## src/rtl/ocp_guard.sv

```systemverilog
module ocp_guard #(
  parameter int TRIP_CYCLES = 4,
  localparam int CW = $clog2(TRIP_CYCLES + 1)
) (
  input  logic clk,
  input  logic rst_n,
  input  logic armed,
  input  logic cyc_start,
  input  logic oc_soft,
  input  logic oc_hard,
  input  logic short_on,
  input  logic ls_below_rel,
  output logic hs_off,
  output logic ls_on,
  output logic fault,
  output logic sense_ls
);

  typedef enum logic [1:0] {ST_RUN, ST_CUT, ST_DRAIN, ST_HOLD} st_t;

  localparam logic [CW-1:0] LAST = CW'(TRIP_CYCLES - 1);

  st_t           st, st_n;
  logic [CW-1:0] cnt, cnt_n, cnt_base;
  logic          evt, evt_n, evt_cur;
  logic          sns_q;

  assign evt_cur  = cyc_start ? 1'b0 : evt;
  assign cnt_base = (cyc_start && !evt) ? '0 : cnt;

  always_comb begin
    st_n  = st;
    cnt_n = cnt;
    evt_n = evt;
    unique case (st)
      ST_RUN, ST_CUT: begin
        cnt_n = cnt_base;
        evt_n = evt_cur;
        if (cyc_start) st_n = ST_RUN;
        if (oc_hard) begin
          st_n = ST_DRAIN;
        end else if (oc_soft) begin
          evt_n = 1'b1;
          if (!evt_cur) begin
            cnt_n = cnt_base + CW'(1);
            st_n  = (cnt_base >= LAST) ? ST_DRAIN : ST_CUT;
          end else begin
            st_n = ST_CUT;
          end
        end
      end
      ST_DRAIN: if (ls_below_rel) st_n = ST_HOLD;
      ST_HOLD:  st_n = ST_HOLD;
      default:  st_n = ST_RUN;
    endcase
  end

  always_ff @(posedge clk or negedge rst_n) begin
    if (!rst_n) begin
      st    <= ST_RUN;
      cnt   <= '0;
      evt   <= 1'b0;
      sns_q <= 1'b0;
    end else if (!armed) begin
      st    <= ST_RUN;
      cnt   <= '0;
      evt   <= 1'b0;
      sns_q <= 1'b0;
    end else begin
      st    <= st_n;
      cnt   <= cnt_n;
      evt   <= evt_n;
      sns_q <= short_on;
    end
  end

  assign hs_off   = (st != ST_RUN);
  assign ls_on    = (st == ST_CUT) || (st == ST_DRAIN);
  assign fault    = (st == ST_DRAIN) || (st == ST_HOLD);
  assign sense_ls = (st == ST_DRAIN) || (sns_q && st != ST_HOLD);

endmodule

```

## config.mk

```make
export PLATFORM = sky130hd
export DESIGN_NAME = ocp_guard
export DESIGN_NICKNAME = d
export VERILOG_FILES = /design/src/rtl/ocp_guard.sv
export SDC_FILE = /design/constraint.sdc
export NUM_CORES = 1
export LEC_CHECK = 0
export ABC_AREA = 1
export BUFFER_PORTS_ARGS = -buffer_cell sky130_fd_sc_hd__buf_4
export CORE_AREA = 4 4 41 43
export DETAILED_ROUTE_END_ITERATION = 8
export DIE_AREA = 0 0 45 47
export HOLD_SLACK_MARGIN = 0.15
export PLACE_DENSITY = 0.68
export SETUP_SLACK_MARGIN = 0.2
export SYNTH_ARGS = -nofsm -noshare
export SYNTH_HDL_FRONTEND = slang
export SYNTH_SLANG_ARGS = --single-unit
```

## constraint.sdc

```tcl
create_clock -name clk -period 2.3 [get_ports clk]
set_input_delay 0.23 -clock clk [delete_from_list [all_inputs] [get_ports clk]]
set_output_delay 0.23 -clock clk [all_outputs]
set_load 0.01 [all_outputs]
```

# == Word-level counts from Yosys, hierarchy flattened ==
# Cells that the tools add are included.
# totals
out_inout_bits,4
register_bits,7
# op_classes
mux,20
n_eq_ne,7
addsub,1
n_reduce_logical,10
magnitude_cmp,1
# ops
cell,n
$mux 3,6
$mux 2,7
$mux 1,6
$pmux 2 s3,1
$ne 5x5->1 const B,1
$eq 2x2->1 const B,2
$add 3x1->3 const B,1
$ge 3x2->1 const B,1
$logic_or 1x1->1,3
$ne 3x3->1 const B,1
$eq 2x1->1 const B,1
$logic_and 1x1->1,2
$logic_not 2->1,1
$ne 2x1->1 const B,1
$ne 2x2->1 const B,1
$reduce_and 2->1,1
$reduce_bool 2->1,1
$reduce_or 2->1,1
$logic_not 1->1,1

# == Longest topological paths before layout ==
# depth
word_depth,10
ltp_mapped,13
mapped_depth_nobuf,13

# == Worst setup path before layout ==
# OpenSTA, ideal clock, no wires.
# synth_path
path_kind,flip-flop to flip-flop
from,reg evt
to,reg st[1]
slack_ns,0.923
arrival_ns,1.261
path_stages_with_launch,13
setup_time_ns,0.116
path_cell_list,dfrtp_1 inv_2 nand2_2 nand2_1 inv_1 ha_1 ha_1 inv_1 nand2_2 nand3_1 nand2_1 nand2_1 nand2_1
# synth_between
elab_chain_len,10
word_cells_on_any_way,11
cone_classes,order compare: 1; mux: 8; reduce/logical: 2
# synth_lines
element,line,source
from (decl),25,"logic evt, evt_n, evt_cur;"
from (signal assigned),72,evt <= evt_n;
$logic_not 1->1,29,assign cnt_base = (cyc_start && !evt) ? '0 : cnt;
$logic_and 1x1->1,29,
$mux 3,29,
$ge 3x2->1,46,st_n = (cnt_base >= LAST) ? ST_DRAIN : ST_CUT;
$mux 2,46,
$mux 2 (*),44,if (!evt_cur) begin
$mux 2 (*),42,end else if (oc_soft) begin
$mux 2 (*),40,if (oc_hard) begin
$pmux 2 s3 (*),35,unique case (st)
$mux 2 (*),64,end else if (!armed) begin
to (signal assigned),70,st <= st_n;
to (decl),23,"st_t st, st_n;"
# Mark *: on every way between the ends. The rest lies on a longest branch, timed or not.
# A chain may end at the register's enable or synchronous reset.

# == Worst setup path in the final report ==
# Ends and elaborated chain as after synthesis.

==> flow_metrics.tcl <==
set metrics [dict create \
    synth.top_cells.by_area "dfrtp_1 31%, nand2_1 17%, ha_1 13%, inv_1 8.8%, nand2_4 4.0%" \
    fill_cells 139 \
    end_kind "register" \
    hold_viol_final 0 \
    gp_congestion 0.722 \
    row_count 13 \
    cts_tree "yes" \
    timing.fmax_mhz 670 \
    yosys.area.top_type "dfrtp_1" \
    post-route-util 0.534 \
    period_share 0.649 \
    tightest_slew_ps 200 \
    rr_endpoint "st[1]" \
    whs_path_depth 3 \
    grtUsageTotal 0.114 \
    synth_warnings 0 \
    die_area_um2 2120 \
    n_antenna_cell 0 \
    totalWireLength_um 930 \
    regArea_um2 175 \
    syn_to_final_growth_pct 24.7 \
    ir_drop_mv 0.391 \
    fin_skew_ps 0.269 \
    cts_setup_buffers 0 \
    cts_buffers 3 \
    pre_cts_slack_ps 811 \
    ff2ff_setup_slack_ps 810 \
    nNetsFinal 108 \
    ctsRootBufferMaster "clkbuf_4" \
    syn_inst 77 \
    slew_headroom 0.867 \
    period_needed_ps 1490 \
    setup_violations 0 \
    cap_violations 0 \
    clk_path_buf_depth 2 \
    critPathKind "register to register" \
    grt_pass1_vias 464 \
    ant_nets 0 \
    antenna_found_initial 0 \
    status "finished, final reports clean" \
    clk_pin_slew_ps 50 \
    startpoint_type "register" \
    final_cell_mix "25 x nand2_1, 13 x inv_1, 11 x buf_4" \
    placedCellCount 103 \
    grt_pass1_wl_mm 1.68 \
    yosysTopAreaCellShare 0.315 \
    synth.distinct_cells 16 \
    rr_startpoint "evt" \
    p_leak_nw 0.415 \
    pin_count 12 \
    initial_core_util 0.428 \
    wire_per_inst_um 8.61 \
    worst_slack_ps 806 \
    io_buffers 11 \
    clk_latency_ps 240 \
    p_per_area_nw_per_um2 555 \
    drive_gt1_frac 0.301 \
    hpwl_um 780 \
    hold_path_end "sns_q" \
    vias_per_cell 4.37 \
    ff2ff_path_depth 12 \
    grt_setup_unrepaired "false" \
    tns_ps 0 \
    synth_seq_cells 7 \
    core_um2 1300 \
    cts_max_level 1 \
    syn-cell-area_um2 557 \
    multi_input_area_um2 322 \
    grt_max_degree 8 \
    synth.net_count 91 \
    finalMaxSlewViolations 0 \
    die_h_um 47 \
    fin_cells 108 \
    synth_area_per_cell_um2 7.23 \
    cp.arrival_ps 1620 \
    dr_total_vias 472 \
    holdCritPathClass "input port to register" \
    overflow 0 \
    firstDrtPassIters 3 \
    mostFrequentLayoutCell "nand2_1" \
    worstPathRequired_ps 2430 \
    yosysSeqAreaShare 0.315 \
    clock-sinks 7 \
    drc 0 \
    holdCritStartpoint "short_on" \
    die_w_um 45 \
    dr.first_iter.drc_count 2 \
    critPathMaxFanout 3 \
]
==> how the worst max path moves through the flow <==
stage	cells past startpoint	startpoint	end	slack [ps]
after floorplan	12	evt	st[1]	920
after global placement	13	evt	st[0]	850
after detailed placement	12	evt	st[1]	810
after CTS	5	st[0]	fault	780
after global routing	13	evt	st[0]	660
final	12	evt	st[1]	810
==> cell usage after synthesis <==
cell type / number
nor2_4: 1
nor2_2: 2
inv_1: 13
nand3_2: 1
inv_2: 3
o21ai_0: 3
nand3_1: 3
dfrtp_1: 7
a21oi_2: 2
nand2_4: 2
o21ai_1: 2
ha_1: 6
nand2_1: 25
xnor2_1: 1
nand2_2: 3
nor2_1: 3
==> state kept, by name, summed over array words and instances, names as in the netlist <==
register	flops
evt	1
st	2
cnt	3
sns_q	1
==> report_power, final <==
| part | switching [mW] | internal [mW] | total (mW) | leakage [nW] |
|---|---|---|---|---|
| Sequential | 0.0122 | 0.136 | 0.148 | 0.0930 |
| Combinational | 0.0731 | 0.0592 | 0.132 | 0.307 |
| Clock | 0.0395 | 0.0658 | 0.105 | 0.0150 |
| Total | 0.125 | 0.261 | 0.385 | 0.415 |
==> per-layer routing <==
layer | wire length (um) | up-vias | GRT usage
met5 | 0 | - | 0
met4 | 12 | 0 | 0.105
met3 | 59 | 2 | 0.0153
met2 | 417 | 8 | 0.184
met1 | 441 | 200 | 0.131
li1 | - | 262 | -
==> critical path, stage by stage (launching register included) <==
cell	delay [ps]
dfrtp_1	390
inv_2	70
nand2_2	80
nand2_1	110
inv_1	50
ha_1	190
ha_1	170
inv_1	60
nand2_2	50
nand3_1	60
nand2_1	50
nand2_1	50
nand2_1	50
==> final cells by class <==
type | instances | area share
multi-input combinational | 54 | 0.463
sequential | 7 | 0.252
timing repair buffer | 12 | 0.133
clock buffer | 4 | 0.0378
tap | 15 | 0.0270
inverter | 16 | 0.0865
==> cells by family after synthesis <==
group,count (synthesis),share of synthesized area
fa+ha+maj,6,0.135
buf+inv,16,0.108
simple gates,40,0.351
xor+xnor,1,0.0157
compound gates,7,0.0764
flops,7,0.315
==> metrics by stage <==
step	cell area, um2	power, mW	hold slack (ps)
after floorplan	557	0.231	-65.6
after detailed placement	658	0.282	43.6
after CTS	694	0.395	174
after global routing	694	0.418	191
after global placement	658	0.281	44.2
final	694	0.385	179
==> what timing repair did <==
action                     4_1_cts  5_1_grt
hold endpoints to repair         7        0
gates resized for setup          0        0
hold buffers                     1        0
setup endpoints to repair        0        0
(Power assumes the default switching activity.)
